[src/rtl/dual_btn_reset_pkg.sv]
package dual_btn_reset_pkg;
  typedef enum logic [2:0] {
    ST_IDLE  = 3'd0,
    ST_SETUP = 3'd1,
    ST_REC   = 3'd2,
    ST_HOLD  = 3'd3,
    ST_WREL  = 3'd4
  } rst_state_e;
endpackage

[src/rtl/btn_sync.sv]
module btn_sync #(
  parameter int N      = 2,
  parameter int STAGES = 2
) (
  input  logic         clk_i,
  input  logic         rst_ni,
  input  logic [N-1:0] raw_ni,
  output logic [N-1:0] pressed_o
);
  logic [N-1:0] stg_q [STAGES];

  always_ff @(posedge clk_i or negedge rst_ni) begin
    if (!rst_ni) begin
      for (int i = 0; i < STAGES; i++) stg_q[i] <= '1;
    end else begin
      stg_q[0] <= raw_ni;
      for (int i = 1; i < STAGES; i++) stg_q[i] <= stg_q[i-1];
    end
  end

  assign pressed_o = ~stg_q[STAGES-1];
endmodule

[src/rtl/setup_sel.sv]
module setup_sel #(
  parameter int TICK_HZ     = 1000,
  parameter int DLY_SHORT_S = 2,
  parameter int DLY_MID_S   = 6,
  parameter int DLY_LONG_S  = 10,
  parameter int CNT_W       = 16
) (
  input  logic [1:0]       sel_i,
  output logic [CNT_W-1:0] ticks_o
);
  localparam logic [CNT_W-1:0] T_SHORT = CNT_W'(DLY_SHORT_S * TICK_HZ);
  localparam logic [CNT_W-1:0] T_MID   = CNT_W'(DLY_MID_S * TICK_HZ);
  localparam logic [CNT_W-1:0] T_LONG  = CNT_W'(DLY_LONG_S * TICK_HZ);

  always_comb begin
    unique case (sel_i)
      2'b00:   ticks_o = T_SHORT;
      2'b01:   ticks_o = T_MID;
      default: ticks_o = T_LONG;  // reserved code falls back to longest
    endcase
  end
endmodule

[src/rtl/rst_seq.sv]
module rst_seq
  import dual_btn_reset_pkg::*;
#(
  parameter int REC_TICKS = 200,
  parameter int CNT_W     = 16
) (
  input  logic             clk_i,
  input  logic             rst_ni,
  input  logic             tick_i,
  input  logic             a_i,
  input  logic             b_i,
  input  logic             uv_i,
  input  logic             hold_mode_i,
  input  logic [CNT_W-1:0] setup_ticks_i,
  output logic             rst_act_o
);
  localparam logic [CNT_W-1:0] REC_LAST = CNT_W'(REC_TICKS - 1);

  rst_state_e      st_q, st_d;
  logic [CNT_W-1:0] cnt_q, cnt_d;
  logic             both, none;

  assign both = a_i & b_i;
  assign none = ~a_i & ~b_i;

  always_comb begin
    st_d  = st_q;
    cnt_d = cnt_q;
    if (uv_i) begin
      st_d  = ST_REC;
      cnt_d = '0;
    end else begin
      unique case (st_q)
        ST_IDLE: if (both) begin
          st_d  = ST_SETUP;
          cnt_d = '0;
        end
        ST_SETUP: begin
          if (!both) begin
            st_d = ST_IDLE;
          end else if (tick_i) begin
            if (cnt_q == setup_ticks_i - CNT_W'(1)) begin
              st_d  = hold_mode_i ? ST_HOLD : ST_REC;
              cnt_d = '0;
            end else begin
              cnt_d = cnt_q + CNT_W'(1);
            end
          end
        end
        ST_REC: if (tick_i) begin
          if (cnt_q == REC_LAST) begin
            st_d  = ST_WREL;
            cnt_d = '0;
          end else begin
            cnt_d = cnt_q + CNT_W'(1);
          end
        end
        ST_HOLD: if (!both) st_d = ST_WREL;
        ST_WREL: if (none) st_d = ST_IDLE;
        default: st_d = ST_WREL;
      endcase
    end
  end

  always_ff @(posedge clk_i or negedge rst_ni) begin
    if (!rst_ni) begin
      st_q  <= ST_REC;
      cnt_q <= '0;
    end else begin
      st_q  <= st_d;
      cnt_q <= cnt_d;
    end
  end

  assign rst_act_o = (st_q == ST_REC) || (st_q == ST_HOLD);
endmodule

[src/rtl/dual_btn_reset.sv]
module dual_btn_reset #(
  parameter int TICK_HZ     = 1000,
  parameter int DLY_SHORT_S = 2,
  parameter int DLY_MID_S   = 6,
  parameter int DLY_LONG_S  = 10,
  parameter int REC_MS      = 200,
  parameter int SYNC_STAGES = 2
) (
  input  logic       clk_i,
  input  logic       rst_ni,
  input  logic       tick_i,
  input  logic       btn_a_ni,
  input  logic       btn_b_ni,
  input  logic [1:0] dly_sel_i,
  input  logic       hold_mode_i,
  input  logic       uv_i,
  output logic       rst_no_o,
  output logic       both_o,
  output logic       warn_o
);
  localparam int REC_TICKS = (REC_MS * TICK_HZ) / 1000;
  localparam int MAX_TICKS = DLY_LONG_S * TICK_HZ + REC_TICKS;
  localparam int CNT_W     = $clog2(MAX_TICKS + 1);

  logic [1:0]       pressed;
  logic [CNT_W-1:0] setup_ticks;
  logic             rst_act;

  btn_sync #(.N(2), .STAGES(SYNC_STAGES)) u_sync (
    .clk_i     (clk_i),
    .rst_ni    (rst_ni),
    .raw_ni    ({btn_b_ni, btn_a_ni}),
    .pressed_o (pressed)
  );

  setup_sel #(
    .TICK_HZ(TICK_HZ), .DLY_SHORT_S(DLY_SHORT_S), .DLY_MID_S(DLY_MID_S),
    .DLY_LONG_S(DLY_LONG_S), .CNT_W(CNT_W)
  ) u_sel (
    .sel_i   (dly_sel_i),
    .ticks_o (setup_ticks)
  );

  rst_seq #(.REC_TICKS(REC_TICKS), .CNT_W(CNT_W)) u_seq (
    .clk_i         (clk_i),
    .rst_ni        (rst_ni),
    .tick_i        (tick_i),
    .a_i           (pressed[0]),
    .b_i           (pressed[1]),
    .uv_i          (uv_i),
    .hold_mode_i   (hold_mode_i),
    .setup_ticks_i (setup_ticks),
    .rst_act_o     (rst_act)
  );

  // undervoltage bypasses the register stage for an immediate reset
  assign rst_no_o = ~(uv_i | rst_act | ~rst_ni);
  assign both_o   = pressed[0] & pressed[1];
  assign warn_o   = pressed[0] | pressed[1];
endmodule

[config.mk]
export PLATFORM = sky130hd
export DESIGN_NAME = dual_btn_reset
export DESIGN_NICKNAME = d
export VERILOG_FILES = /design/src/rtl/dual_btn_reset_pkg.sv /design/src/rtl/btn_sync.sv /design/src/rtl/setup_sel.sv /design/src/rtl/rst_seq.sv /design/src/rtl/dual_btn_reset.sv
export SDC_FILE = /design/constraint.sdc
export NUM_CORES = 1
export LEC_CHECK = 0
export CAP_MARGIN = 20
export CORE_MARGIN = 8
export CORE_UTILIZATION = 50
export DETAILED_ROUTE_END_ITERATION = 12
export GPL_TIMING_DRIVEN = 0
export HOLD_SLACK_MARGIN = 0.03
export PLACE_DENSITY = 0.85
export SLEW_MARGIN = 30
export SYNTH_ARGS = -nofsm -noshare
export SYNTH_HDL_FRONTEND = slang
export SYNTH_SLANG_ARGS = --single-unit
export TNS_END_PERCENT = 30
[constraint.sdc]
create_clock -name clk_i -period 2.3 [get_ports clk_i]
set_input_delay 0.46 -clock clk_i [delete_from_list [all_inputs] [get_ports clk_i]]
set_output_delay 0.46 -clock clk_i [all_outputs]
set_load 0.1 [all_outputs]
==> results.toml, run 1 <==
[status]
outcome = "finished with violations"
violations = "setup timing"

[clocking]
cts.htree.levels = 1
clockRootBuffer = "clkbuf_4"
clock_sinks = 21
insertion_delay_ns = 0.31
path_clk_slew_ns = 0.12
ctsHoldBuffers = 0
clk_path_buf_depth = 2
cts_buffers = 3
cts_tree = "yes"

[detailed_routing]
drc = 0
wl_um = 3440
dr.pass1.iters = 4
vias_per_cell = 6.32
drt-initial-drc-count = 114
route.vias.total = 1238
wl_per_cell_um = 17.5
ant_nets = 0

[sta]
final-max-slew-violation-count = 0
tightest_slew_ns = 0.955
setup_viol = 4
hold_violations = 0
finalCritPeriodShare = 1.02
fin_skew_ns = 0.00717
fmax_ghz = 0.425
rsz0062_at_grt = "true"
max-slew-margin-rel = 0.366
setup_slack_ns = -0.0516
min_period_ns = 2.35

[final_layout]
nNetsFinal = 177
layout-drive-gt1-share = 0.259
diodes = 0
final_cell_mix = "nand2_1 (20), dfrtp_1 (14), o21ai_0 (12)"
area_delta_synth_final_pct = 28.3
postLayoutCellArea_um2 = 1620
final_common_cell = "nand2_1"

[grt]
antenna_found_initial = 0
groute.usage.overall = 0.178
grt-ovfl-total = 0
grt_first_pass_wirelength_um = 6030
grt_max_degree = 23
grt_pass1_vias = 1227

[floorplan]
dieArea_um2 = 4400
coreArea_um2 = 2430
io_pins = 12
rows = 18
die_w_um = 66.3
start_util = 0.520
chipHeight_um = 66.3

[critical_path]
critical_path.startpoint = "u_seq.cnt_q[0]$_DFFE_PN0P_"
cp_max_fo = 4
ff2ff_path_depth = 8
path_class = "flop to flop"
required_ns = 2.53
arrival_ns = 2.58
reg2reg_slack_ns = -0.05
cp-end-kind = "flop"
start_kind = "flop"
rr_endpoint = "u_seq.cnt_q[12]$_DFFE_PN0P_"
rr_startpoint = "u_seq.cnt_q[0]$_DFFE_PN0P_"

[synth]
synth-seq-cells = 21
synth_top_flop_cell = "dfrtp_1"
syn_inst = 143
synth_area_leaders = "dfrtp_1 (32%), dfstp_2 (10%), nand2_1 (6.2%)"
yosysSeqAreaShare = 0.420
synthArstFlopShare = 1.00
synth_area_um2 = 1260
synth-edff-count = 0
synth.largest_area_cell = "dfrtp_1"
yosysUniqueCellTypes = 44
syn_area_per_cell_um2 = 8.85
ys_warn_count = 0
syn-num-nets = 153
synth_top_area_share = 0.317

[placed_design]
post_dp_cell_area_um2 = 1420
dpl_worst_slack_ns = -1.17
gp_congestion = 0.913
portBuffers = 11
hpwl_um = 2280

[power_and_ir_drop]
p_leak_nw = 0.640
powerDensity_nw_per_um2 = 723
vdd_ir_drop_max_uv = 494

[job]
max_cap_viol_count = 0

[min_path]
min_path_type = "input pin to async pin"
## worst max path at each step
stage	to	slack, ns
after floorplan	u_seq.cnt_q[7]$_DFFE_PN0P_	0.06
after global placement	rst_no_o	-1.15
after detailed placement	rst_no_o	-1.17
after CTS	u_seq.cnt_q[12]$_DFFE_PN0P_	-0.04
after global routing	u_seq.cnt_q[2]$_DFFE_PN0P_	-0.16
final	u_seq.cnt_q[12]$_DFFE_PN0P_	-0.05
## per-stage QoR
step                      instances  power [mW]  hold slack (ns)  setup TNS (ns)   util
after global routing            196        1.24            0.231          -0.921  0.667
after floorplan                 143       0.725            0.164               0      -
after global placement          184       0.812            0.346           -2.72  0.584
after CTS                       196        1.10            0.225         -0.0990  0.643
after detailed placement        184       0.832            0.350           -4.04  0.584
final                           196        1.17            0.203          -0.176  0.667
## logic make-up after synthesis
group                      count (synthesis)  synth area share
and+or+nand+nor                           71             0.296
AOI/OAI and AO/OA                         37             0.205
DFF                                       21             0.420
buffers and inverters                      7            0.0217
muxes                                      5            0.0406
xor gates and xnor gates                   1           0.00693
adders and majority gates                  1           0.00989
## flip-flops by register name, indices dropped and copies added, names as in the netlist
register      count
u_seq.st_q        3
u_sync.stg_q      4
u_seq.cnt_q      14
## area by class of cell
cell class / instances / area (um^2)
buffer: 4 / 23.8
clock buffer: 4 / 26.3
fill: 190 / 810
inverter: 2 / 7.51
multi-input combinational: 115 / 822
sequential: 21 / 534
tap: 30 / 37.5
timing repair buffer: 20 / 171
## critical path, cell delays in order, from the launching register on
cell and delay (ns):
dfrtp_1 0.43, ha_4 0.19, or4b_4 0.22, nor4_4 0.03, or4_4 0.42, o32a_1 0.39
buf_4 0.17, or2_4 0.26, o31ai_2 0.17
## per-layer routing
layer,share of wire,wire length [um],GRT usage,up-vias
met1,0.39,1340,0.203,588
met4,0.033,114,0.107,0
met5,0,0,0,-
li1,-,-,-,580
met3,0.068,235,0.0475,14
met2,0.51,1750,0.291,56
## power breakdown
part / switching [mW] / total, mW / internal (mW)
Sequential: 0.0433 / 0.450 / 0.407
Combinational: 0.288 / 0.539 / 0.250
Clock: 0.116 / 0.183 / 0.0678
## Yosys cell counts, drive strengths merged, types with 2 or more instances
cell	instances
a211oi	2
a21oi	5
a22o	4
a2bb2oi	2
clkbuf	4
dfrtp	16
dfstp	5
inv	2
mux2i	4
nand2	21
nand3	10
nand3b	2
nor2	13
nor2b	2
nor3	5
nor3b	2
nor4bb	2
o21ai	14
o31ai	2
or2	2
or4	4
or4b	2
## repair_timing
item	CTS	global route
setup endpoints to repair	18	16
gates resized for setup	23	12
pin swaps	8	1
endpoints found under the hold margin	0	0
buffers inserted	8	1
Note: power is estimated with default switching activity, not from simulation.
==> run 2, diff against run 1 <==
--- a/config.mk
+++ b/config.mk
@@ -5,13 +5,17 @@
 export SDC_FILE = /design/constraint.sdc
 export NUM_CORES = 1
 export LEC_CHECK = 0
+export ABC_AREA = 1
+export ABC_CLOCK_PERIOD_IN_PS = 2300
 export CAP_MARGIN = 20
+export CELL_PAD_IN_SITES_DETAIL_PLACEMENT = 1
+export CELL_PAD_IN_SITES_GLOBAL_PLACEMENT = 1
 export CORE_MARGIN = 8
-export CORE_UTILIZATION = 50
+export CORE_UTILIZATION = 38
 export DETAILED_ROUTE_END_ITERATION = 12
 export GPL_TIMING_DRIVEN = 0
 export HOLD_SLACK_MARGIN = 0.03
-export PLACE_DENSITY = 0.85
+export PLACE_DENSITY = 0.87
 export SLEW_MARGIN = 30
 export SYNTH_ARGS = -nofsm -noshare
 export SYNTH_HDL_FRONTEND = slang
==> results.toml, run 2 <==
[final_layout]
area_delta_synth_final_pct = 14.6
final_common_cell = "nand2_1"
reg_top3 = "u_seq.cnt_q x14, u_sync.stg_q x4, u_seq.st_q x3"
layout-drive-gt1-share = 0.165
nNetsFinal = 253
regMostFlops = "u_seq.cnt_q"
final_cell_mix = "nand2_1 (72), nand3_1 (28), inv_1 (24)"
diodes = 0
largest_reg_flops = 14

[detailed_routing]
wl_per_cell_um = 14.2
vias_per_cell = 5.29
drc = 0
ant_nets = 0
drt-initial-drc-count = 90
dr.pass1.iters = 4
wl_um = 4140
route.vias.total = 1545

[critical_path]
required_ns = 1.84
cp-end-kind = "output pin"
cp_max_fo = 8
path_cells = "clkdlybuf4s50_1 -> inv_4 -> nand2_1 -> nor3_4 -> buf_6"
start_kind = "input pin"
crit_path_max_incr_delay_ns = 0.55
path_buf_inv = 3
cp_top_family = "buffers and inverters"
cpMaxStageDelayCell = "clkdlybuf4s50_1"
path_class = "input pin to output pin"
arrival_ns = 1.75

[synth]
synth_top_flop_cell = "dfrtp_1"
syn_inst = 227
synth.most_common_cell = "nand2_1"
syn_area_per_cell_um2 = 6.87
synth.largest_area_cell = "dfrtp_1"
synth-seq-cells = 21
synth_area_leaders = "dfrtp_1 (26%), nand2_1 (17%), nand3_1 (9.0%)"
yosysUniqueCellTypes = 29
synth_top_area_share = 0.257
synth_area_um2 = 1560
synthTopCellsByCount = "nand2_1 (72), nand3_1 (28), inv_1 (24)"
synth-edff-count = 0
yosysSeqAreaShare = 0.341
syn-num-nets = 237
synthArstFlopShare = 1.00
ys_warn_count = 0

[sta]
rsz0062_at_grt = "false"
hold_violations = 0
fin_hold_ws_ns = 0.264
fmax_ghz = 0.453
max-slew-margin-rel = 0.365
tightest_slew_ns = 0.957
setup_viol = 0
fin_skew_ns = 0.00559
final-max-slew-violation-count = 0
finalCritPeriodShare = 0.959
min_period_ns = 2.21

[clocking]
cts_tree = "yes"
cts.htree.levels = 1
clockRootBuffer = "clkbuf_8"
insertion_delay_ns = 0.26
cts_resized = 12
cts_setup_buffers = 0
path_clk_slew_ns = 0.08
cts_buffers = 3
clk_path_buf_depth = 2
ctsHoldBuffers = 0
clock_sinks = 21

[power_and_ir_drop]
power.total_mw = 1.34
powerDensity_nw_per_um2 = 748
p_leak_nw = 0.808
vdd_ir_drop_max_uv = 389

[floorplan]
io_pins = 12
start_util = 0.393
dieArea_um2 = 6410
die_w_um = 80.1
rows = 23
coreArea_um2 = 3970
chipHeight_um = 80.1

[grt]
antenna_found_initial = 0
grt_max_degree = 23
grt-ovfl-total = 0
groute.usage.overall = 0.136
grt_pass1_vias = 1530
grt_first_pass_wirelength_um = 7010

[placed_design]
hpwl_um = 3290
gp_congestion = 0.834
portBuffers = 11

[min_path]
min_path_type = "input pin to async pin"

[status]
outcome = "finished clean"

[job]
max_cap_viol_count = 0
## run 2: changes by cell type after synthesis, moves of 4 or more
cell / delta
xor2_1: +5
o21ai_2: +8
nand3_1: +18
nand2_1: +51
nor2_1: +8
clkbuf_1: -4
o21ai_0: -5
mux2i_1: -4
inv_1: +23
a22o_1: -4
## run 2: cell type report
class,count,area (um^2)
well taps,50,62.6
fillers,528,2180
flip-flops and latches,21,532
plain buffers,1,11.3
clock buffers,4,45.0
multi-input cells,177,923
repair buffers,11,106
inverters,28,108
## run 2: worst paths after layout
path	startpoint	depth (start not counted)	slack [ns]	endpoint
worst max-delay path	uv_i	5	0.09	rst_no_o
worst max register to register	u_seq.cnt_q[0]$_DFFE_PN0P_	10	0.44	u_seq.cnt_q[4]$_DFFE_PN0P_
min in group clk_i	u_sync.stg_q[2]$_DFF_PN1_	0	0.36	u_sync.stg_q[0]$_DFF_PN1_
worst min register to register	u_sync.stg_q[2]$_DFF_PN1_	0	0.36	u_sync.stg_q[0]$_DFF_PN1_
max in group asynchronous	rst_ni	1	1.66	u_seq.st_q[1]$_DFFE_PN1P_
worst min-delay path	rst_ni	1	0.26	u_seq.cnt_q[2]$_DFFE_PN0P_
## run 2: kinds of logic (layout without fill, tap and decap cells)
group,Yosys count,after routing,share of synthesized area
AOI/OAI and AO/OA,25,25,0.107
adders and majority gates,1,1,0.00802
and+or+nand+nor,145,145,0.435
xor gates and xnor gates,6,6,0.0337
buffers and inverters,29,44,0.0746
DFF,21,21,0.341
## run 2: power by group
group	switching (mW)	total [mW]	internal, mW
Clock	0.124	0.248	0.123
Sequential	0.0504	0.463	0.413
Combinational	0.441	0.626	0.185
## run 2: stage by stage
step                utilization  TNS (ns)  cells  worst slack [ns]  area (um^2)
global route              0.450         0    292            0.0161         1790
global placement          0.439     -1.38    288             -1.38         1740
CTS                       0.450         0    292            0.0132         1790
detailed placement        0.439     -1.40    288             -1.40         1740
floorplan                     -         0    227             0.389         1570
finish                    0.450         0    292            0.0942         1790
## run 2: routing by layer
metal,vias to the layer above,GRT usage,wire length (um)
li1,761,-,-
met1,757,0.173,1980
met2,19,0.225,1970
met3,8,0.0223,117
met4,0,0.0491,72
met5,-,0,0
==> run 3, diff against run 2 <==
--- a/config.mk
+++ b/config.mk
@@ -8,14 +8,13 @@
 export ABC_AREA = 1
 export ABC_CLOCK_PERIOD_IN_PS = 2300
 export CAP_MARGIN = 20
-export CELL_PAD_IN_SITES_DETAIL_PLACEMENT = 1
-export CELL_PAD_IN_SITES_GLOBAL_PLACEMENT = 1
 export CORE_MARGIN = 8
-export CORE_UTILIZATION = 38
+export CORE_UTILIZATION = 52
 export DETAILED_ROUTE_END_ITERATION = 12
 export GPL_TIMING_DRIVEN = 0
 export HOLD_SLACK_MARGIN = 0.03
-export PLACE_DENSITY = 0.87
+export PLACE_DENSITY = 0.86
+export SKIP_LAST_GASP = 1
 export SLEW_MARGIN = 30
 export SYNTH_ARGS = -nofsm -noshare
 export SYNTH_HDL_FRONTEND = slang
==> results.toml, run 3 (synthesis gave the netlist of run 2 again) <==
[power_and_ir_drop]
vdd_ir_drop_max_uv = 458
powerDensity_nw_per_um2 = 718
power.total_mw = 1.25
p_leak_nw = 0.802

[final_layout]
largest_reg_flops = 14
regMostFlops = "u_seq.cnt_q"
stdcell_count = 275
nNetsFinal = 253
final_common_cell = "nand2_1"
diodes = 0
layout-drive-gt1-share = 0.169
final_cell_mix = "nand2_1 (72), nand3_1 (28), inv_1 (24)"
area_delta_synth_final_pct = 11.7
reg_top3 = "u_seq.cnt_q x14, u_sync.stg_q x4, u_seq.st_q x3"
postLayoutCellArea_um2 = 1740

[detailed_routing]
route.vias.total = 1479
wl_um = 3380
drt-initial-drc-count = 129
wl_per_cell_um = 12.3
ant_nets = 0
dr.pass1.iters = 4
drc = 0
vias_per_cell = 5.38

[clocking]
cts_buffers = 3
clk_path_buf_depth = 2
cts.htree.levels = 1
cts_setup_buffers = 0
clock_sinks = 21
clockRootBuffer = "clkbuf_4"
insertion_delay_ns = 0.31
cts_tree = "yes"
path_clk_slew_ns = 0.13

[placed_design]
post_dp_cell_area_um2 = 1720
gp_congestion = 0.856
hpwl_um = 2600
portBuffers = 11
placedCellCount = 271

[sta]
final-max-slew-violation-count = 0
finalCritPeriodShare = 0.983
fin_hold_ws_ns = 0.203
max-slew-margin-rel = 0.361
min_period_ns = 2.26
fin_skew_ns = 0.00168
tns_ns = 0
hold_violations = 0
tightest_slew_ns = 0.962
rsz0062_at_grt = "true"
fmax_ghz = 0.442
setup_viol = 0

[grt]
grt_pass1_vias = 1429
antenna_found_initial = 0
grt_max_degree = 23
grtUsageMet2 = 0.234
grt-ovfl-total = 0
groute.usage.overall = 0.147
grt.met1_usage = 0.181
grt_first_pass_wirelength_um = 6110
met3_usage = 0.0325
busiest_layer = "met2"

[floorplan]
rows = 20
coreArea_um2 = 2950
dieArea_um2 = 5010
chipHeight_um = 70.8
io_pins = 12
start_util = 0.528
die_w_um = 70.8

[job]
max_cap_viol_count = 0

[critical_path]
ff2ff_path_depth = 10
arrival_ns = 1.80
start_kind = "input pin"
cp_max_fo = 8
required_ns = 1.84
cp-end-kind = "output pin"
path_class = "input pin to output pin"

[status]
outcome = "finished clean"

[min_path]
min_path_type = "input pin to async pin"
[run 3: stage by stage]
| stage | utilization | worst slack [ns] |
|---|---|---|
| global placement | 0.583 | -1.35 |
| detailed placement | 0.583 | -1.40 |
| CTS | 0.591 | -0.0879 |
| floorplan | - | 0.389 |
| finish | 0.590 | 0.0400 |
| global route | 0.590 | -0.0717 |
[run 3: repair_timing]
| item | 4_1_cts | 5_1_grt |
|---|---|---|
| hold buffers | 0 | 0 |
| hold endpoints to repair | 0 | 0 |
| gates resized for setup | 10 | 4 |
| endpoints found under the setup margin | 3 | 2 |
[run 3: report_power, final]
group / switching (mW) / internal, mW / leakage, nW
Clock: 0.123 / 0.0650 / 0.0177
Sequential: 0.0514 / 0.413 / 0.274
Combinational: 0.418 / 0.182 / 0.510
[run 3: area by class of cell]
class	instances	area (um^2)
Clock inverter	1	5.00
Fill cell	287	1210
Sequential cell	21	532
Timing Repair Buffer	11	103
Multi-Input combinational cell	177	923
Inverter	28	105
Clock buffer	3	22.5
Buffer	1	11.3
Tap cell	33	41.3
[run 3: final timing paths]
check / start / endpoint / slack (ns)
setup / recovery: uv_i / rst_no_o / 0.04
hold / removal: rst_ni / u_seq.cnt_q[13]$_DFFE_PN0P_ / 0.20
setup reg to reg: u_seq.cnt_q[0]$_DFFE_PN0P_ / u_seq.cnt_q[10]$_DFFE_PN0P_ / 0.53
hold reg to reg: u_sync.stg_q[3]$_DFF_PN1_ / u_sync.stg_q[1]$_DFF_PN1_ / 0.36
max in group asynchronous: rst_ni / u_seq.st_q[1]$_DFFE_PN1P_ / 1.72
min in group clk_i: u_sync.stg_q[3]$_DFF_PN1_ / u_sync.stg_q[1]$_DFF_PN1_ / 0.36
[run 3: critical path, cell delays in order]
cell	delay, ns
clkdlybuf4s50_1	0.53
inv_2	0.19
nand2_1	0.11
nor3_4	0.20
buf_4	0.31
[run 3: routing by layer]
layer	share of wire	wire length, um
met1	0.46	1550
met2	0.49	1670
met3	0.039	131
met4	0.0089	30
met5	0	0
